`src/rtl/cet_pkg.sv`:
```
package cet_pkg;
  localparam int REG_W   = 16;
  localparam int SCALE_W = 4;

  localparam logic [1:0] ADDR_COUNT = 2'd0;
  localparam logic [1:0] ADDR_CMP1  = 2'd1;
  localparam logic [1:0] ADDR_CMP2  = 2'd2;
  localparam logic [1:0] ADDR_SETUP = 2'd3;

  localparam int RUN_BIT   = 15;
  localparam int FLAG2_BIT = 14;
  localparam int FLAG1_BIT = 13;
  localparam int MODE2_LO  = 8;
  localparam int MODE1_LO  = 6;

  localparam logic [1:0] MODE_IRQ = 2'b11;

  typedef struct packed {
    logic               cntLoad;
    logic               cmp1Load;
    logic               cmp2Load;
    logic               countEn;
    logic [SCALE_W-1:0] scale;
  } dpStrobes_t;
endpackage

```
`src/rtl/cet_datapath.sv`:
```
module cet_datapath
  import cet_pkg::*;
#(
  parameter int CNT_W   = REG_W,
  parameter int SCALE_BITS = SCALE_W
) (
  input  logic             clk,
  input  logic             rstN,
  input  logic             refTick,
  input  dpStrobes_t       ctl,
  input  logic [CNT_W-1:0] wrData,
  output logic [CNT_W-1:0] countVal,
  output logic [CNT_W-1:0] cmp1Val,
  output logic [CNT_W-1:0] cmp2Val,
  output logic [1:0]       matchVec
);
  localparam int PRE_W = (1 << SCALE_BITS) - 1;
  localparam int NUM_CMP = 2;

  logic [PRE_W-1:0] preQ;
  logic [PRE_W-1:0] preMask;
  logic             preWrap;
  logic             step;
  logic [CNT_W-1:0] cntQ;
  logic [CNT_W-1:0] cntNext;
  logic [CNT_W-1:0] cmpQ [NUM_CMP];
  logic [NUM_CMP-1:0] loadVec;

  // Divisor 2^scale: the prescale phase wraps when it equals (2^scale)-1.
  assign preMask = ~({PRE_W{1'b1}} << ctl.scale);
  assign preWrap = (preQ == preMask);
  assign step    = ctl.countEn && refTick && preWrap && !ctl.cntLoad;
  assign cntNext = cntQ + CNT_W'(1);

  always_ff @(posedge clk) begin
    if (!rstN || !ctl.countEn || ctl.cntLoad) begin
      preQ <= '0;
    end else if (refTick) begin
      preQ <= preWrap ? '0 : preQ + PRE_W'(1);
    end
  end

  always_ff @(posedge clk) begin
    if (!rstN) begin
      cntQ <= '0;
    end else if (ctl.cntLoad) begin
      cntQ <= wrData;
    end else if (step) begin
      cntQ <= cntNext;
    end
  end

  assign loadVec = {ctl.cmp2Load, ctl.cmp1Load};

  for (genvar gi = 0; gi < NUM_CMP; gi++) begin : g_cmp
    always_ff @(posedge clk) begin
      if (!rstN) begin
        cmpQ[gi] <= '0;
      end else if (loadVec[gi]) begin
        cmpQ[gi] <= wrData;
      end
    end
    // A match is the counter stepping onto the compare value.
    assign matchVec[gi] = step && (cntNext == cmpQ[gi]);
  end

  assign countVal = cntQ;
  assign cmp1Val  = cmpQ[0];
  assign cmp2Val  = cmpQ[1];

  a_r5_hold_when_stopped: assert property (@(posedge clk) disable iff (!rstN)
    (!ctl.countEn && !ctl.cntLoad) |=> $stable(cntQ));

  a_r7_step_by_one: assert property (@(posedge clk) disable iff (!rstN)
    (ctl.countEn && refTick && preWrap && !ctl.cntLoad) |=> (cntQ == $past(cntQ) + CNT_W'(1)));

  a_r6_load_value: assert property (@(posedge clk) disable iff (!rstN)
    ctl.cntLoad |=> (cntQ == $past(wrData)));

  a_r4_no_step_without_tick: assert property (@(posedge clk) disable iff (!rstN)
    (!refTick && !ctl.cntLoad) |=> $stable(cntQ));
endmodule

```
`src/rtl/cet_ctrl.sv`:
```
module cet_ctrl
  import cet_pkg::*;
#(
  parameter int CNT_W   = REG_W,
  parameter int SCALE_BITS = SCALE_W
) (
  input  logic             clk,
  input  logic             rstN,
  input  logic             wrEn,
  input  logic [1:0]       regAddr,
  input  logic [CNT_W-1:0] wrData,
  input  logic [CNT_W-1:0] countVal,
  input  logic [CNT_W-1:0] cmp1Val,
  input  logic [CNT_W-1:0] cmp2Val,
  input  logic [1:0]       matchVec,
  output dpStrobes_t       ctl,
  output logic [CNT_W-1:0] rdData,
  output logic             irq
);
  logic                  runQ;
  logic [SCALE_BITS-1:0] scaleQ;
  logic [1:0]            mode1Q;
  logic [1:0]            mode2Q;
  logic [1:0]            flagQ;
  logic [1:0]            clrVec;
  logic [1:0]            irqEnVec;
  logic                  setupWr;
  logic [CNT_W-1:0]      setupWord;

  assign setupWr = wrEn && (regAddr == ADDR_SETUP);
  assign clrVec  = setupWr ? {wrData[FLAG2_BIT], wrData[FLAG1_BIT]} : 2'b00;

  always_ff @(posedge clk) begin
    if (!rstN) begin
      runQ   <= 1'b0;
      scaleQ <= '0;
      mode1Q <= '0;
      mode2Q <= '0;
    end else if (setupWr) begin
      runQ   <= wrData[RUN_BIT];
      scaleQ <= wrData[SCALE_BITS-1:0];
      mode1Q <= wrData[MODE1_LO +: 2];
      mode2Q <= wrData[MODE2_LO +: 2];
    end
  end

  for (genvar gi = 0; gi < 2; gi++) begin : g_flag
    always_ff @(posedge clk) begin
      if (!rstN) begin
        flagQ[gi] <= 1'b0;
      end else begin
        flagQ[gi] <= matchVec[gi] | (flagQ[gi] & ~clrVec[gi]);
      end
    end
  end

  assign irqEnVec = {mode2Q == MODE_IRQ, mode1Q == MODE_IRQ};
  assign irq      = |(flagQ & irqEnVec);

  always_comb begin
    ctl          = '0;
    ctl.cntLoad  = wrEn && (regAddr == ADDR_COUNT);
    ctl.cmp1Load = wrEn && (regAddr == ADDR_CMP1);
    ctl.cmp2Load = wrEn && (regAddr == ADDR_CMP2);
    ctl.countEn  = runQ;
    ctl.scale    = scaleQ;
  end

  always_comb begin
    setupWord                    = '0;
    setupWord[RUN_BIT]           = runQ;
    setupWord[FLAG2_BIT]         = flagQ[1];
    setupWord[FLAG1_BIT]         = flagQ[0];
    setupWord[MODE2_LO +: 2]     = mode2Q;
    setupWord[MODE1_LO +: 2]     = mode1Q;
    setupWord[SCALE_BITS-1:0]    = scaleQ;
  end

  always_comb begin
    unique case (regAddr)
      ADDR_COUNT: rdData = countVal;
      ADDR_CMP1:  rdData = cmp1Val;
      ADDR_CMP2:  rdData = cmp2Val;
      default:    rdData = setupWord;
    endcase
  end

  a_r8_flag_from_match: assert property (@(posedge clk) disable iff (!rstN)
    $rose(flagQ[1]) |-> $past(matchVec[1]));

  a_r9_flag_from_match: assert property (@(posedge clk) disable iff (!rstN)
    $rose(flagQ[0]) |-> $past(matchVec[0]));

  a_r10_sticky: assert property (@(posedge clk) disable iff (!rstN)
    (flagQ[1] && !(setupWr && wrData[FLAG2_BIT])) |=> flagQ[1]);

  a_r10_clear: assert property (@(posedge clk) disable iff (!rstN)
    (setupWr && wrData[FLAG2_BIT] && !matchVec[1]) |=> !flagQ[1]);

  a_r11_irq_needs_flag: assert property (@(posedge clk) disable iff (!rstN)
    irq |-> (flagQ != 2'b00));
endmodule

```
`src/rtl/cmp_event_timer.sv`:
```
module cmp_event_timer
  import cet_pkg::*;
(
  input  logic             clk,
  input  logic             rstN,
  input  logic             refTick,
  input  logic             wrEn,
  input  logic [1:0]       regAddr,
  input  logic [REG_W-1:0] wrData,
  output logic [REG_W-1:0] rdData,
  output logic             irq
);
  dpStrobes_t       ctl;
  logic [REG_W-1:0] countVal;
  logic [REG_W-1:0] cmp1Val;
  logic [REG_W-1:0] cmp2Val;
  logic [1:0]       matchVec;

  cet_ctrl #(.CNT_W(REG_W), .SCALE_BITS(SCALE_W)) u_ctrl (
    .clk(clk), .rstN(rstN), .wrEn(wrEn), .regAddr(regAddr), .wrData(wrData),
    .countVal(countVal), .cmp1Val(cmp1Val), .cmp2Val(cmp2Val),
    .matchVec(matchVec), .ctl(ctl), .rdData(rdData), .irq(irq)
  );

  cet_datapath #(.CNT_W(REG_W), .SCALE_BITS(SCALE_W)) u_dp (
    .clk(clk), .rstN(rstN), .refTick(refTick), .ctl(ctl), .wrData(wrData),
    .countVal(countVal), .cmp1Val(cmp1Val), .cmp2Val(cmp2Val),
    .matchVec(matchVec)
  );

  a_r1_quiet_after_reset: assert property (@(posedge clk)
    !rstN |=> (!irq && countVal == '0));
endmodule

```
`config.mk`:
```
export PLATFORM = sky130hd
export DESIGN_NAME = cmp_event_timer
export DESIGN_NICKNAME = d
export VERILOG_FILES = /design/src/rtl/cet_pkg.sv /design/src/rtl/cet_datapath.sv /design/src/rtl/cet_ctrl.sv /design/src/rtl/cmp_event_timer.sv
export SDC_FILE = /design/constraint.sdc
export NUM_CORES = 1
export LEC_CHECK = 0
export ABC_CLOCK_PERIOD_IN_PS = 3300
export BUFFER_PORTS_ARGS = -buffer_cell sky130_fd_sc_hd__buf_2
export CORE_MARGIN = 2
export CORE_UTILIZATION = 35
export DETAILED_ROUTE_END_ITERATION = 8
export MAX_ROUTING_LAYER = met4
export PLACE_DENSITY = 0.61
export SYNTH_ARGS = -nofsm -noshare
export SYNTH_HDL_FRONTEND = slang
export SYNTH_SLANG_ARGS = --single-unit
```
`constraint.sdc`:
```
create_clock -name clk -period 3.3 [get_ports clk]
set_input_delay 0.33 -clock clk [delete_from_list [all_inputs] [get_ports clk]]
set_output_delay 0.33 -clock clk [all_outputs]
set_load 0.005 [all_outputs]
```
==> impl_metrics.ini, run 1 <==
[critical_path]
startpoint_type = flop
critPathTopFamily = compound AO/OA/AOI/OAI gates
worstSetupPathType = flop to flop
required_ns = 3.51
reg2regPathDepth = 8
cp.arrival_ns = 3.01
cp-end-kind = flop
crit_fanout = 28
path_buf_inv = 2
r2r_start = u_ctrl.scaleQ[2]$_SDFFE_PN0P_
worst_path_max_delay_cell = dfxtp_1
crit_chain = inv_2, a221oi_1, o311ai_1, nor4_2, or4b_1, buf_4, o41ai_1, a31oi_1
max_stage_delay_ns = 0.65
r2r_slack_ns = 0.50
crit_start = u_ctrl.scaleQ[2]$_SDFFE_PN0P_
reg2reg_to = u_dp.countVal[10]$_SDFFE_PN0P_

[synth]
ys_seq_elements = 74
seq_area_frac_synth_pct = 38.2
yosysUniqueCellTypes = 58
synth_edf_count = 32
netlist_instances = 533
avgSynthCellArea_sq_um = 8.85
yosys_warnings = 0
async_reset_ff_share_pct = 0
synth_ff_type = dfxtp_1
syn_nets = 557
synth.cell_area_sq_um = 4720

[timing]
slew_viol_final = 0
finalSetupTns_ns = 0
hold_violations = 0
setup_ws_ns = 0.497
tightest_slew_ns = 0.849
relSlewSlack_pct = 43.3
fin_crit_ns = 2.80
clock.fmax_mhz = 357
skew_ns = 0.00699
rsz0062_at_grt = false
layout_worst_path_cycle_share_pct = 84.9
setup_viol = 0

[placement]
dpl.hpwl_um = 8950
post-place-cells = 718
pre_cts_ws_ns = 0.514
gp_congestion = 0.890
io_buffers = 38

[die]
start_util_pct = 35.8
die-area_sq_um = 14400
die_y_um = 120
io_pins = 39
fp.dieW_um = 120
coreArea_sq_um = 13200
rows = 42

[layout]
fill_cells = 1326
postLayoutCoreUtil_pct = 40.4
syn_to_final_growth_pct = 13.0
fin_cells = 734
final_nets = 577
antenna_cells = 0
layout-drive-gt1-share_pct = 14.2

[grt]
globalRouteOverflowTotal = 0
grt_pass1_wl_um = 20400
antenna_found_initial = 0
grt_pass1_vias = 3900
grt_use_total_pct = 18.4
grt_max_degree = 32

[pwr]
p_total_w = 0.00232
swShare_pct = 25.6
switchingPower_w = 0.000594
p_clk_share_pct = 41.1
cellLeakagePower_nw = 1.81
pwr-share-comb_pct = 12.7
power_frac_seq_pct = 46.2
internal-power_w = 0.00172
ir_worst_vdd_mv = 0.195
power_density_nw_per_um2 = 435

[routing]
routed_wl_um = 12400
drc = 0
vias = 4043
detail-route-antenna-nets = 0
via_per_inst = 5.51
first_pass_iters = 5
drt-initial-drc-count = 266
wl_per_cell_um = 16.9

[clock_network]
cts_sinks = 74
clockRootBuffer = clkbuf_16
clk_path_buf_depth = 2
clk_pin_slew_worst_paths_ns = 0.05
cts_setup_buffers = 0
numCtsBuffers = 9
cts_hold_buf = 0
cts_tree = built
clk_latency_ns = 0.34
cts_resized = 0
h-tree-depth = 3

[min_path]
min_to = u_dp.countVal[4]$_SDFFE_PN0P_
hold_depth = 3
hold_path_class = primary input to flop
holdCritStartpoint = wrData[4]

[run_status]
status = completed

[flow_run]
drv.max_cap_violation_count = 0
per-layer routing:
layer	up-vias	track usage (%)	routed length (um)	share of wire [%]
met5	-	-	0	0
met4	0	6.32	176	1.4
met3	15	3.04	557	4.5
met2	91	29.1	5820	47
met1	1977	24.1	5820	47
li1	1960	-	-	-
worst max-delay path by stage:
stage	cells past startpoint	end	slack (ns)
floorplan	4	u_dp.cmpQ[1][0]$_SDFFCE_PN0P_	0.64
global placement	8	u_dp.countVal[10]$_SDFFE_PN0P_	0.57
detailed placement	9	u_dp.countVal[9]$_SDFFE_PN0P_	0.51
CTS	8	u_dp.countVal[9]$_SDFFE_PN0P_	0.50
global route	9	u_dp.countVal[9]$_SDFFE_PN0P_	0.32
finish	8	u_dp.countVal[10]$_SDFFE_PN0P_	0.50
kinds of logic after synthesis:
group	share of synthesized area [%]
and+or+nand+nor	25.1
AOI/OAI and AO/OA	13.5
DFF	38.2
xor gates and xnor gates	11.3
buffers and inverters	4.14
muxes	6.95
adders and majority gates	0.743
flip-flops by register name (all words and copies together) (netlist names):
| signal | flops |
|---|---|
| u_dp.cmpQ | 32 |
| u_dp.countVal | 16 |
| u_dp.preQ | 15 |
| u_ctrl.scaleQ | 4 |
| u_ctrl.flagQ | 2 |
| u_ctrl.mode1Q | 2 |
| u_ctrl.mode2Q | 2 |
| u_ctrl.runQ | 1 |
worst min-delay path, cell delays in order:
cell and delay [ns]:
buf_2 0.10, a31oi_1 0.07, nand3_1 0.07
power groups by stage:
stage | clock [W] | sequential [W] | combinational [W]
2_1_floorplan | 0 | 0.00105 | 0.000223
3_3_place_gp | 0 | 0.00109 | 0.000289
3_5_place_dp | 0 | 0.00109 | 0.000293
4_1_cts | 0.000967 | 0.00107 | 0.000295
5_1_grt | 0.00101 | 0.00108 | 0.000326
6_report | 0.000953 | 0.00107 | 0.000294
cells in the mapped netlist (all sizes together) (12+ instances only):
master,count,area share [%]
a21oi,16,1.7
dfxtp,42,18
clkbuf,31,2.5
nand3,24,2.5
xor2,25,4.6
nand2,55,4.4
nor3,12,1.3
xnor2,36,6.7
nor2,35,2.8
or3,17,2.3
edfxtp,32,20
and2,33,4.4
a31oi,16,2.1
o21ai,38,4.0
layout make-up:
| class | count | area, sq um | area share (%) |
|---|---|---|---|
| clock inverters | 4 | 43.8 | 0.822 |
| repair buffers | 49 | 273 | 5.12 |
| well taps | 176 | 220 | 4.13 |
| inverters | 8 | 30.0 | 0.563 |
| multi-input cells | 411 | 2730 | 51.1 |
| flip-flops and latches | 74 | 1800 | 33.8 |
| clock buffers | 12 | 236 | 4.44 |
metrics by stage:
stage,cell area [sq um],hold slack (ns)
3_3_place_gp,5050,0.468
3_5_place_dp,5050,0.488
4_1_cts,5330,0.274
5_1_grt,5330,0.291
6_report,5330,0.271
2_1_floorplan,4720,0.454
placed cells by master (no fill, tap or decap), types with 7 or more instances in the layout:
cell and n:
nor2_1 34, edfxtp_1 32, dfxtp_1 42, xnor2_1 36
inv_1 7, a21boi_0 9, nand4_1 11, mux2i_1 8
buf_2 38, buf_4 11, and2_1 33, a31oi_1 16
xor2_1 25, or3_1 17, mux4_2 11, o21ai_0 37
nand2_1 55, clkbuf_16 9, nor3_1 12, nand3_1 24
a21oi_1 16
(Power assumes the default switching activity.)
==> run 2, diff against run 1 <==
Settings changed: ABC_CLOCK_PERIOD_IN_PS 3300 to 2300, PLACE_DENSITY 0.61 to 0.63.
Clock period 3.3 ns to 2.3 ns, I/O delays scaled along.
==> run 2 against run 1 <==
The flow now finishes with violations (setup timing). Via count rose by 8.0%. Sequential share of layout area fell by 3.6 points. Register-to-register slack got worse by 0.81 ns. Combinational power rose by 90%. Wire length rose by 11%. Total power rose by 49%. Worst setup slack got worse by 0.81 ns. Utilization rose by 5.2 points. Largest power group unchanged. Highest routed layer unchanged.
==> impl_metrics.ini, run 2 (same netlist as run 1, synthesis figures left out) <==
[run_status]
status = complete, but fails checks
violations = setup timing

[timing]
setup_ws_ns = -0.315
clock.fmax_mhz = 382
skew_ns = 0.00679
layout_worst_path_cycle_share_pct = 114
fin_crit_ns = 2.62
relSlewSlack_pct = 59.1
tightest_slew_ns = 0.614
slew_viol_final = 0
rsz0062_at_grt = true
hold_violations = 0
setup_viol = 32

[critical_path]
cp.arrival_ns = 2.89
worstSetupPathType = flop to flop
cp-end-kind = flop
required_ns = 2.58
crit_fanout = 7
startpoint_type = flop
r2r_slack_ns = -0.32

[clock_network]
clk_path_buf_depth = 2
cts_sinks = 74
cts_hold_buf = 0
clk_pin_slew_worst_paths_ns = 0.06
h-tree-depth = 3
clk_latency_ns = 0.34
numCtsBuffers = 9
cts_tree = built
clockRootBuffer = clkbuf_16

[layout]
fill_cells = 1202
syn_to_final_growth_pct = 27.7
largest_register = u_dp.cmpQ
fin_cells = 791
final_nets = 634
largest_reg_flops = 32
layout_commonest_cell = buf_4
final_cell_mix = buf_4, nand2_1, buf_2
antenna_cells = 0
layout-drive-gt1-share_pct = 26.8

[grt]
globalRouteOverflowTotal = 0
grt_pass1_wl_um = 21500
antenna_found_initial = 0
grt_use_total_pct = 19.5
grt_max_degree = 29
grt_pass1_vias = 4056

[pwr]
pwr-share-comb_pct = 16.2
ir_worst_vdd_mv = 0.253
cellLeakagePower_nw = 2.18
internal-power_w = 0.00255
swShare_pct = 26.2
power_density_nw_per_um2 = 573
switchingPower_w = 0.000903
power_frac_seq_pct = 43.7
p_clk_share_pct = 40.1

[routing]
detail-route-antenna-nets = 0
vias = 4367
wl_per_cell_um = 17.4
routed_wl_um = 13800
via_per_inst = 5.52
first_pass_iters = 6
drc = 0
drt-initial-drc-count = 285

[die]
coreArea_sq_um = 13200
rows = 42
die_y_um = 120
io_pins = 39
fp.dieW_um = 120
die-area_sq_um = 14400
start_util_pct = 35.8

[placement]
gp_congestion = 0.901
post-place-cells = 768
io_buffers = 38
pre_cts_ws_ns = -0.247
dpl.hpwl_um = 9800

[flow_run]
drv.max_cap_violation_count = 0

[min_path]
hold_path_class = primary input to flop
-- run 2: per-stage QoR --
| stage | cell area, sq um | hold WS [ns] | power [W] | util (%) | TNS [ns] |
|---|---|---|---|---|---|
| 6_report | 6020 | 0.166 | 0.00345 | 45.7 | -5.39 |
| 5_1_grt | 6020 | 0.180 | 0.00359 | 45.7 | -7.44 |
| 2_1_floorplan | 4760 | 0.367 | 0.00183 | - | -0.341 |
| 3_5_place_dp | 5440 | 0.483 | 0.00203 | 41.3 | -3.19 |
| 4_1_cts | 5780 | 0.162 | 0.00341 | 43.9 | -2.15 |
| 3_3_place_gp | 5440 | 0.472 | 0.00202 | 41.3 | -2.16 |
-- run 2: worst paths after layout --
check,depth (start not counted),startpoint,end
setup / recovery,9,u_dp.preQ[8]$_SDFFE_PP0P_,u_dp.countVal[9]$_SDFFE_PN0P_
hold / removal,3,wrData[0],u_ctrl.scaleQ[0]$_SDFFE_PN0P_
setup reg to reg,9,u_dp.preQ[8]$_SDFFE_PP0P_,u_dp.countVal[9]$_SDFFE_PN0P_
hold reg to reg,2,u_ctrl.mode2Q[0]$_SDFFE_PN0P_,u_ctrl.mode2Q[0]$_SDFFE_PN0P_
-- run 2: area by class of cell --
class	count	area, sq um	area share (%)
inverter	8	30.0	0.499
timing repair buffer	106	766	12.7
clock inverter	3	40.0	0.665
clock buffer	13	240	3.99
tap	176	220	3.66
multi-input combinational	411	2910	48.3
sequential	74	1820	30.2
-- run 2: per-layer routing --
metal | wire length (um) | up-vias | GRT usage, %
li1 | - | 2066 | -
met5 | 0 | - | -
met3 | 787 | 34 | 3.23
met2 | 6460 | 181 | 29.6
met4 | 352 | 0 | 7.28
met1 | 6160 | 2086 | 26.1
-- run 2: power by group through the flow --
stage | sequential (W) | clock, W | combinational (W)
global placement | 0.00153 | 0 | 0.000492
CTS | 0.00150 | 0.00140 | 0.000510
detailed placement | 0.00153 | 0 | 0.000501
floorplan | 0.00151 | 0 | 0.000323
global route | 0.00151 | 0.00147 | 0.000606
finish | 0.00151 | 0.00138 | 0.000560
-- run 2: critical path, cell delays in order (launching register included) --
cell       delay [ns]
dfxtp_2          0.33
or4_4            0.55
a21oi_4          0.13
o32ai_2          0.09
nor4_2           0.22
or4b_4           0.55
buf_12           0.16
clkbuf_16        0.15
o31ai_1          0.16
and4bb_1         0.21
-- run 2: what timing repair did --
action,CTS,global route
pin swaps,1,13
resized for setup,14,34
endpoints found under the setup margin,18,32
setup buffers,1,3
gates cloned,0,3
==> run 3, diff against run 2 <==
Settings changed: ABC_CLOCK_PERIOD_IN_PS 2300 to 2500, PLACE_DENSITY 0.63 to 0.61.
Clock period 2.3 ns to 2.5 ns, I/O delays scaled along.
==> run 3 against run 2 <==
The flow still finishes with violations (setup timing). Critical endpoint is now u_dp.countVal[15]$_SDFFE_PN0P_. Fmax is 0.29% lower. Non-clock buffer count is 17 lower. Sequential cell count stayed put. Clock skew is 0.0010 ns lower. Die area stayed put. Worst hold slack better by 0.023 ns. Largest cell class unchanged. Largest power group unchanged. First-iteration DRC count is 8.8% lower. Cell area is 3.1% lower.
==> impl_metrics.ini, run 3 (same netlist as run 1, synthesis figures left out) <==
[die]
die-area_sq_um = 14400
coreArea_sq_um = 13200
start_util_pct = 35.8
die_y_um = 120
fp.dieW_um = 120
rows = 42
io_pins = 39

[timing]
slew_viol_final = 0
skew_ns = 0.00578
tightest_slew_ns = 0.644
clock.fmax_mhz = 381
rsz0062_at_grt = true
hold_violations = 0
finalSetupTns_ns = -0.860
relSlewSlack_pct = 57.0
setup_viol = 15
setup_ws_ns = -0.123
fin_crit_ns = 2.62
layout_worst_path_cycle_share_pct = 105

[pwr]
cellLeakagePower_nw = 2.08
switchingPower_w = 0.000813
power_density_nw_per_um2 = 524
internal-power_w = 0.00224
power_frac_seq_pct = 45.5
ir_worst_vdd_mv = 0.317
pwr-share-comb_pct = 15.2
swShare_pct = 26.6
p_clk_share_pct = 39.3

[layout]
final_cell_mix = nand2_1, buf_4, buf_2
multiInputGateArea_sq_um = 2870
final_nets = 617
layout-drive-gt1-share_pct = 24.6
largest_register = u_dp.cmpQ
largest_reg_flops = 32
regArea_sq_um = 1820
fill_cells = 1275
postLayoutCoreUtil_pct = 44.2
antenna_cells = 0
syn_to_final_growth_pct = 23.7
layout_commonest_cell = nand2_1
stdcell_area_sq_um = 5830

[placement]
io_buffers = 38
gp_congestion = 0.902
dpl_cell_area_sq_um = 5340
dpl.hpwl_um = 9620

[flow_run]
drv.max_cap_violation_count = 0

[routing]
wl_per_cell_um = 17.5
via_per_inst = 5.52
drc = 0
routed_wl_um = 13600
first_pass_iters = 5
detail-route-antenna-nets = 0
drt-initial-drc-count = 260
vias = 4272

[clock_network]
h-tree-depth = 3
clk_pin_slew_worst_paths_ns = 0.06
cts_tree = built
cts_hold_buf = 0
numCtsBuffers = 9
clockRootBuffer = clkbuf_16
clk_latency_ns = 0.34
clk_path_buf_depth = 2
cts_sinks = 74

[grt]
grt_use_total_pct = 19.0
grt_max_degree = 27
globalRouteOverflowTotal = 0
grt_pass1_wl_um = 20700
antenna_found_initial = 0
grt_pass1_vias = 3946

[run_status]
violations = setup timing
status = complete, but fails checks

[critical_path]
cp.arrival_ns = 2.88
cp-end-kind = flop
crit_fanout = 7
required_ns = 2.76
worstSetupPathType = flop to flop
startpoint_type = flop

[min_path]
hold_path_class = primary input to flop
[run 3: critical path, stage by stage, from the launching register on]
cell and delay [ns]:
dfxtp_4 0.37, buf_4 0.16, buf_4 0.16, maj3_2 0.31
a21oi_2 0.15, o22ai_2 0.10, or4b_4 0.60, buf_12 0.17
or3_1 0.32, a31oi_1 0.20
[run 3: layer usage]
| layer | vias to the layer above | GRT usage, % | part of all wire (%) |
|---|---|---|---|
| met3 | 23 | 2.95 | 4.6 |
| met4 | 0 | 6.03 | 1.8 |
| met2 | 142 | 29.0 | 47 |
| met5 | - | - | 0 |
| li1 | 2050 | - | - |
| met1 | 2057 | 25.8 | 47 |
[run 3: power groups by stage]
| stage | sequential [W] | clock, W | combinational (W) |
|---|---|---|---|
| after floorplan | 0.00139 | 0 | 0.000295 |
| after global placement | 0.00141 | 0 | 0.000434 |
| after detailed placement | 0.00141 | 0 | 0.000439 |
| after CTS | 0.00139 | 0.00122 | 0.000443 |
| after global routing | 0.00140 | 0.00128 | 0.000506 |
| final | 0.00139 | 0.00120 | 0.000465 |
[run 3: final cells by class]
class / count / share of cell area (%)
clock inverter: 2 / 0.214
timing repair buffer: 89 / 10.8
multi-input combinational: 411 / 49.1
inverter: 8 / 0.515
sequential: 74 / 31.2
clock buffer: 14 / 4.35
tap: 176 / 3.77
[run 3: path summary, 6_finish.rpt]
kind                                  from                              to  slack (ns)  depth (start not counted)
max          u_ctrl.scaleQ[2]$_SDFFE_PN0P_  u_dp.countVal[15]$_SDFFE_PN0P_       -0.12                          9
min                              wrData[1]   u_ctrl.scaleQ[1]$_SDFFE_PN0P_        0.19                          3
min reg2reg  u_ctrl.mode1Q[1]$_SDFFE_PN0P_   u_ctrl.mode1Q[1]$_SDFFE_PN0P_        0.49                          2
max reg2reg  u_ctrl.scaleQ[2]$_SDFFE_PN0P_  u_dp.countVal[15]$_SDFFE_PN0P_       -0.12                          9
[run 3: what timing repair did]
| item | CTS | global route |
|---|---|---|
| setup buffers | 0 | 1 |
| gates resized for setup | 3 | 42 |
| pin swaps | 0 | 23 |
| setup endpoints to repair | 15 | 17 |
| cloned | 0 | 2 |
[run 3: stage by stage]
stage,setup WS [ns],std cells,hold WS [ns],total power [W]
finish,-0.123,774,0.188,0.00305
global route,-0.204,774,0.191,0.00319
CTS,-0.149,771,0.188,0.00305
detailed placement,-0.222,755,0.481,0.00185
global placement,-0.0861,755,0.470,0.00185
floorplan,0.0114,533,0.395,0.00168
